===== src/rtl/sbl_pkg.sv =====
// Package: shared encodings for the store byte-lane generator.
// Assumes an 8-byte big-endian data bus.
package sbl_pkg;
    // Fragment direction selected by the request.
    typedef enum logic {
        FRAG_HEAD = 1'b0,
        FRAG_TAIL = 1'b1
    } frag_mode_e;

    // Unit size selected by the request.
    typedef enum logic {
        UNIT_WORD  = 1'b0,
        UNIT_DWORD = 1'b1
    } unit_size_e;

    localparam int unsigned LANE_BITS = 8;
endpackage


===== src/rtl/sbl_lane_mask.sv =====
// Module: sbl_lane_mask
// Computes the byte-enable mask and probe flag for one request from the
// low address bits, the fragment mode and the unit size. Purely
// combinational. Assumes BUS_BYTES is a power of two and at least 4; a
// word unit is half the bus.
module sbl_lane_mask
    import sbl_pkg::*;
#(
    parameter int unsigned BUS_BYTES = 8
) (
    input  logic [$clog2(BUS_BYTES)-1:0] offs,
    input  unit_size_e                   size,
    input  frag_mode_e                   mode,
    output logic [BUS_BYTES-1:0]         be,
    output logic                         probe
);
    localparam int unsigned OFF_W = $clog2(BUS_BYTES);
    localparam int unsigned HALF  = BUS_BYTES / 2;

    logic [OFF_W-1:0] unit_off;

    // Offset of the addressed byte within its unit.
    always_comb begin
        if (size == UNIT_DWORD) begin
            unit_off = offs;
        end else begin
            unit_off = {1'b0, offs[OFF_W-2:0]};
        end
    end

    generate
        for (genvar j = 0; j < BUS_BYTES; j++) begin : g_lane
            localparam logic [OFF_W-1:0] POS_D = OFF_W'(j);
            localparam logic [OFF_W-1:0] POS_W = OFF_W'(j % HALF);
            localparam logic             HALF_J = (j / HALF) != 0;
            logic             in_unit;
            logic [OFF_W-1:0] pos;

            // Decide whether this lane belongs to the fragment.
            always_comb begin
                in_unit = (size == UNIT_DWORD) || (offs[OFF_W-1] == HALF_J);
                pos     = (size == UNIT_DWORD) ? POS_D : POS_W;
                if (mode == FRAG_TAIL) begin
                    be[j] = in_unit && (pos < unit_off);
                end else begin
                    be[j] = in_unit && (pos >= unit_off);
                end
            end
        end
    endgenerate

    // An aligned tail fragment is empty and becomes a probe.
    always_comb begin
        probe = (mode == FRAG_TAIL) && (unit_off == '0);
    end
endmodule


===== src/rtl/sbl_lane_place.sv =====
// Module: sbl_lane_place
// Routes value bytes onto big-endian bus lanes and zeroes each disabled
// lane. A word takes its source bytes from the low half of the value and
// is copied to both halves before masking. Purely combinational.
module sbl_lane_place
    import sbl_pkg::*;
#(
    parameter int unsigned BUS_BYTES = 8
) (
    input  logic [BUS_BYTES*LANE_BITS-1:0] value,
    input  unit_size_e                     size,
    input  logic [BUS_BYTES-1:0]           be,
    output logic [BUS_BYTES*LANE_BITS-1:0] wdata
);
    localparam int unsigned HALF = BUS_BYTES / 2;

    generate
        for (genvar j = 0; j < BUS_BYTES; j++) begin : g_lane
            localparam int unsigned DST   = (BUS_BYTES - 1 - j) * LANE_BITS;
            localparam int unsigned SRC_W = (HALF - 1 - (j % HALF)) * LANE_BITS;
            logic [LANE_BITS-1:0] src;

            // Pick the source byte for this lane and gate it by its enable.
            always_comb begin
                src = (size == UNIT_DWORD) ? value[DST +: LANE_BITS]
                                           : value[SRC_W +: LANE_BITS];
                wdata[DST +: LANE_BITS] = be[j] ? src : '0;
            end
        end
    endgenerate
endmodule


===== src/rtl/sbl_out_stage.sv =====
// Module: sbl_out_stage
// One-entry registered valid/ready stage. It accepts a new payload when it
// is empty or when its current payload leaves in the same cycle, and holds
// the payload while stalled. Synchronous active-low reset.
module sbl_out_stage #(
    parameter int unsigned W = 8
) (
    input  logic         clk,
    input  logic         rst_n,
    input  logic         in_valid,
    output logic         in_ready,
    input  logic [W-1:0] in_payload,
    output logic         out_valid,
    input  logic         out_ready,
    output logic [W-1:0] out_payload
);
    // Accept when empty or draining.
    always_comb begin
        in_ready = !out_valid || out_ready;
    end

    // Track occupancy.
    always_ff @(posedge clk) begin
        if (!rst_n) begin
            out_valid <= 1'b0;
        end else if (in_ready) begin
            out_valid <= in_valid;
        end
    end

    // Capture the payload on acceptance.
    always_ff @(posedge clk) begin
        if (!rst_n) begin
            out_payload <= '0;
        end else if (in_ready && in_valid) begin
            out_payload <= in_payload;
        end
    end
endmodule


===== src/rtl/sbl_store_lanes.sv =====
// Module: sbl_store_lanes
// Turns a partial-word store request (head or tail fragment of a word or
// doubleword) into one aligned, byte-masked write beat on an 8-byte
// big-endian bus. The output is registered behind a valid/ready stage.
// Assumes BUS_BYTES = 8 with a 4-byte word.
module sbl_store_lanes
    import sbl_pkg::*;
#(
    parameter int unsigned ADDR_W    = 32,
    parameter int unsigned BUS_BYTES = 8
) (
    input  logic                           clk,
    input  logic                           rst_n,
    input  logic                           req_valid,
    output logic                           req_ready,
    input  logic [ADDR_W-1:0]              req_addr,
    input  logic [BUS_BYTES*LANE_BITS-1:0] req_data,
    input  logic                           req_tail,
    input  logic                           req_dword,
    output logic                           wr_valid,
    input  logic                           wr_ready,
    output logic [ADDR_W-1:0]              wr_addr,
    output logic [BUS_BYTES*LANE_BITS-1:0] wr_data,
    output logic [BUS_BYTES-1:0]           wr_be,
    output logic                           wr_probe
);
    localparam int unsigned DATA_W = BUS_BYTES * LANE_BITS;
    localparam int unsigned OFF_W  = $clog2(BUS_BYTES);
    localparam int unsigned HALF   = BUS_BYTES / 2;
    localparam int unsigned PAY_W  = ADDR_W + DATA_W + BUS_BYTES + 1;

    frag_mode_e          mode;
    unit_size_e          size;
    logic [BUS_BYTES-1:0] be_c;
    logic                probe_c;
    logic [DATA_W-1:0]   wdata_c;
    logic [ADDR_W-1:0]   addr_c;
    logic [PAY_W-1:0]    pay_in;
    logic [PAY_W-1:0]    pay_out;

    // Map raw request bits onto the shared encodings.
    always_comb begin
        mode = req_tail  ? FRAG_TAIL  : FRAG_HEAD;
        size = req_dword ? UNIT_DWORD : UNIT_WORD;
    end

    sbl_lane_mask #(.BUS_BYTES(BUS_BYTES)) u_mask (
        .offs  (req_addr[OFF_W-1:0]),
        .size  (size),
        .mode  (mode),
        .be    (be_c),
        .probe (probe_c)
    );

    sbl_lane_place #(.BUS_BYTES(BUS_BYTES)) u_place (
        .value (req_data),
        .size  (size),
        .be    (be_c),
        .wdata (wdata_c)
    );

    // Clear the low address bits that lie inside the unit.
    always_comb begin
        if (size == UNIT_DWORD) begin
            addr_c = req_addr & ~ADDR_W'(BUS_BYTES - 1);
        end else begin
            addr_c = req_addr & ~ADDR_W'(HALF - 1);
        end
        pay_in = {addr_c, wdata_c, be_c, probe_c};
    end

    sbl_out_stage #(.W(PAY_W)) u_out (
        .clk         (clk),
        .rst_n       (rst_n),
        .in_valid    (req_valid),
        .in_ready    (req_ready),
        .in_payload  (pay_in),
        .out_valid   (wr_valid),
        .out_ready   (wr_ready),
        .out_payload (pay_out)
    );

    // Unpack the registered beat onto the output ports.
    always_comb begin
        {wr_addr, wr_data, wr_be, wr_probe} = pay_out;
    end
endmodule


===== config.mk =====
export PLATFORM = sky130hd
export DESIGN_NAME = sbl_store_lanes
export DESIGN_NICKNAME = d
export VERILOG_FILES = /design/src/rtl/sbl_pkg.sv /design/src/rtl/sbl_lane_mask.sv /design/src/rtl/sbl_lane_place.sv /design/src/rtl/sbl_out_stage.sv /design/src/rtl/sbl_store_lanes.sv
export SDC_FILE = /design/constraint.sdc
export NUM_CORES = 1
export LEC_CHECK = 0
export BUFFER_PORTS_ARGS = -buffer_cell sky130_fd_sc_hd__buf_4
export CAP_MARGIN = 20
export CORE_ASPECT_RATIO = 0.7
export CORE_MARGIN = 1.5
export CORE_UTILIZATION = 51
export CTS_CLUSTER_SIZE = 14
export DETAILED_ROUTE_END_ITERATION = 6
export HOLD_SLACK_MARGIN = 0.08
export PLACE_DENSITY = 0.95
export SLEW_MARGIN = 10
export SYNTH_ARGS = -nofsm -noshare
export SYNTH_HDL_FRONTEND = slang
export SYNTH_SLANG_ARGS = --single-unit
export TNS_END_PERCENT = 50

===== constraint.sdc =====
create_clock -name clk -period 3.4 [get_ports clk]
set_input_delay 0.68 -clock clk [delete_from_list [all_inputs] [get_ports clk]]
set_output_delay 0.68 -clock clk [all_outputs]
set_load 0.05 [all_outputs]

## Word level (Yosys, flattened, before mapping)

Index checks and enable logic that the tools add are counted.

| word-level totals | value |
|---|---|
| flip-flop bits (word level) | 106 |
| input port bits | 102 |

| operators by class | value |
|---|---|
| magnitude comparators | 16 |
| multiplexer cells | 28 |
| bitwise operators | 1 |
| reduce and logical (&&, ||, !) cells | 23 |

Operators by type and width:

| operator | count |
|---|---|
| $mux 8 | 12 |
| $logic_and 1x1->1 | 18 |
| $mux 3 | 6 |
| $ge 3x3->1 | 4 |
| $lt 3x3->1 | 4 |
| $mux 1 | 10 |
| $ge 1x3->1 const A | 2 |
| $ge 2x3->1 const A | 2 |
| $lt 1x3->1 const A | 2 |
| $lt 2x3->1 const A | 2 |
| $logic_not 3->1 | 1 |
| $logic_or 1x1->1 | 3 |
| $logic_not 1->1 | 1 |
| $not 1->1 | 1 |

## Logic depth before layout (Yosys ltp)

| logic depth | value |
|---|---|
| word-level depth | 6 |
| mapped depth | 7 |

## Modules after synthesis

From an unflattened synthesis, not the netlist that was laid out.

| unflattened totals | value |
|---|---|
| cell total of the unflattened synthesis | 589 |
| area, all modules | 5173.7 µm² |

By module, submodules not included:

| module | instances | cells an instance | area each (µm²) | sequential area each (µm²) |
|---|---|---|---|---|
| sbl_out_stage | 1 | 460 | 4185.3 | 2122.0 |
| sbl_lane_place | 1 | 100 | 792.0 | 0.0 |
| sbl_lane_mask | 1 | 27 | 178.9 | 0.0 |
| sbl_store_lanes | 1 | 2 | 17.5 | 0.0 |

## Least setup slack after synthesis

Ideal clock, no wire load.

| timing | value |
|---|---|
| kind | input port to output port |
| from | input wr_ready |
| to | output req_ready |
| arrival | 1411 ps |
| path slack | 1309 ps |
| stages on the path | 5 |
| cell sequence | nor2b_1 > buf_2 > inv_2 > buf_4 > buf_2 |

| on the way | value |
|---|---|
| longest elaborated chain between the ends | 1 |

RTL lines:

| what | RTL line | source |
|---|---|---|
| start, declared | sbl_store_lanes.sv:21 | `input logic wr_ready,` |
| $logic_or 1x1->1 | sbl_out_stage.sv:19 | `in_ready = !out_valid \|\| out_ready;` |
| end, declared | sbl_store_lanes.sv:15 | `output logic req_ready,` |

Every way passes these cells.

## Worst setup path after layout

| timing | value |
|---|---|
| from | input req_valid |
| to | register u_out.out_payload[22] |

| on the way | value |
|---|---|
| longest elaborated chain between the ends | 1 |

RTL lines:

| what | RTL line | source |
|---|---|---|
| start, declared | sbl_store_lanes.sv:14 | `input logic req_valid,` |
| $logic_and 1x1->1 | sbl_out_stage.sv:35 | `end else if (in_ready && in_valid) begin` |
| end signal, assigned | sbl_out_stage.sv:36 | `out_payload <= in_payload;` |
| end, declared | sbl_out_stage.sv:15 | `output logic [W-1:0] out_payload` |

Every way passes these cells.
A chain may end at the register's enable or synchronous reset.

==> flow_summary.json <==
{
  "yosys.area.top_type_share_pct": 45.17,
  "grt_pass1_wl_mm": 21.89,
  "vdd_drop_max_uv": 272.7,
  "end_kind": "flip-flop",
  "ant_nets": 0,
  "numPlacedInstances": 787,
  "cts_resized": 0,
  "fin_util_pct": 73.74,
  "start_util_pct": 53.48,
  "cts-htree-levels": 3,
  "postSynthCellCount": 516,
  "violations": "design-rule violations",
  "final_common_cell": "buf_4",
  "clk_pin_slew_ns": 0.07,
  "r2r_slack_ns": 1.31,
  "dieArea_um2": 9627,
  "hpwl_mm": 10.18,
  "rsz0062_at_grt": "no",
  "ys_ff_latch": 104,
  "status": "finished with violations",
  "viasPerCell": 6.026,
  "rows": 28,
  "critPathMaxFanout": 52,
  "cp-start-kind": "input pin",
  "yosysSeqAreaShare_pct": 45.17,
  "finClkSkew_ns": 0.005079,
  "r2r_cells": 5,
  "setup_viol": 0,
  "synthDistinctLibCells": 36,
  "crit_required_ns": 3.57,
  "hold_viol": 0,
  "arrival_ns": 2.48,
  "hold_path.class": "flip-flop to flip-flop",
  "fin_crit_sh_pct": 67.91,
  "drive_gt1_share_pct": 40.18,
  "core_um2": 8618,
  "yosysWarningCount": 0,
  "synth_area_um2": 4609,
  "cts_root_buf": "clkbuf_16",
  "setup.worst_path.start": "req_valid",
  "ioPinCount": 209,
  "p_leak_nw": 2.586,
  "die_x_um": 116.6,
  "worst_pin_slew_ns": 0.8351,
  "grt_pass1_vias": 4349,
  "tritoncts": "yes",
  "synth-adder-area-share_pct": 0,
  "finalNetCount": 780,
  "critPathKind": "input pin to flip-flop",
  "endpoint": "u_out.out_payload[22]",
  "cts_setup_buffers": 0,
  "r2r-end": "u_out.out_payload[7]",
  "fmax_mhz": 433.1,
  "synth_mux_area_share_pct": 8.062,
  "synth_top_family_by_area": "compound AO/OA/AOI/OAI gates",
  "fin_setup_tns_ns": 0,
  "synth_compound_area_share_pct": 23.97,
  "clock_latency_ns": 0.34,
  "fp.dieH_um": 82.54,
  "pwr_density_cell_nw_per_um2": 479.7,
  "synth_ff_type": "dfxtp_1",
  "dr.pass1.iters": 7,
  "n_antenna_cell": 0,
  "yosys.area.top_type": "dfxtp_1",
  "ctsHoldBuffers": 0,
  "synth_edf_count": 0,
  "vias": 4833,
  "fin_cells": 802,
  "fin_crit_ns": 2.309,
  "synth-xor-area-share_pct": 0.1900,
  "layout_common_cells": "buf_4 (212), dfxtp_1 (104), a21oi_1 (53), nand4_1 (49), o21ai_0 (48)",
  "drc": 2,
  "avgSynthCellArea_um2": 8.933,
  "place.gp.congestion": 0.8515,
  "synthArstFlopShare_pct": 0,
  "port_buffers": 206,
  "grt_start_max_net_pins": 56,
  "wl_per_cell_um": 18.38,
  "routed_wl_mm": 14.74,
  "maxCapViolCount": 0,
  "slew_headroom_pct": 44.12,
  "synthSimpleGateAreaFrac_pct": 13.98,
  "gr-total-overflow": 0,
  "final_max_slew_viol_count": 0,
  "cts_buffers": 9,
  "first_iter_violations": 596,
  "syn_to_final_growth_pct": 37.87,
  "yosys-top-cells-area": "dfxtp_1 (45%), mux2_2 (8.1%), nand4_1 (6.7%), a21oi_1 (5.8%), o21ai_0 (5.2%)",
  "grt_util_all_layers_pct": 29.06,
  "cts.sinks": 104,
  "r2r-start": "u_out.out_valid",
  "cts_buffer_depth": 2,
  "grt_antenna_before_repair": 0
}
worst min-delay path by stage:
stage / cells past startpoint / to / startpoint
2_1_floorplan: 2 / u_out.out_payload[7] / u_out.out_payload[7]
3_5_place_dp: 2 / u_out.out_payload[19] / u_out.out_payload[19]
4_1_cts: 2 / u_out.out_payload[19] / u_out.out_payload[19]
6_report: 2 / u_out.out_payload[19] / u_out.out_payload[19]
5_1_grt: 2 / u_out.out_payload[19] / u_out.out_payload[19]
3_3_place_gp: 2 / u_out.out_payload[24] / u_out.out_payload[24]
critical path: stages:
cell	delay, ns
buf_4	0.36
inv_2	0.43
o21ai_2	0.74
o32ai_1	0.24
cell families (layout without fill, tap and decap cells):
family,count (synthesis),count (layout)
mux,33,33
compound gates,175,175
simple gates,118,118
xor+xnor,1,1
flops,104,104
buf+inv,84,249
other cells,1,2
Yosys cell counts, drive strengths merged, types with 18 or more instances:
library cell and instances:
nand3 31, o21ai 50, nand2 25, dfxtp 104
clkbuf 22, o32ai 18, nand4 49, o22ai 24
mux2 33, inv 22, buf 40, a21oi 54
metrics by stage:
step / power (mW) / cell area (um^2) / worst slack [ns] / hold WS [ns]
3_3_place_gp: 1.989 / 6048 / 0.9770 / 0.4463
2_1_floorplan: 1.770 / 4613 / 1.309 / 0.6707
5_1_grt: 3.139 / 6355 / 0.9655 / 0.4753
6_report: 3.048 / 6355 / 1.091 / 0.4540
4_1_cts: 3.040 / 6355 / 1.176 / 0.4562
3_5_place_dp: 2.006 / 6048 / 0.8182 / 0.4467
per-layer routing:
layer,vias to the layer above,GRT usage (%),wire (um)
li1,2257,-,-
met1,2283,39.57,6226
met2,267,46.06,7005
met3,26,7.007,1228
met4,0,8.916,277
met5,-,0,0
layout make-up:
class	count	area (um^2)
tap	120	150.1
multi-input combinational	329	2142
inverter	22	82.58
clock inverter	3	40.04
fill	663	2263
timing repair buffer	212	1592
clock buffer	12	266.5
sequential	104	2082
report_power, final:
group | internal (mW) | leakage (nW) | total, mW | switching, mW
clock network | 0.625 | 0.154 | 1.06 | 0.437
logic | 0.238 | 1.58 | 0.678 | 0.441
registers | 1.28 | 0.849 | 1.31 | 0.0317
total | 2.14 | 2.59 | 3.05 | 0.909
flip-flops by register name, summed over array words and instances (netlist names):
register	flops
u_out.out_payload	103
u_out.out_valid	1
Note: power is estimated with default switching activity, not from simulation.
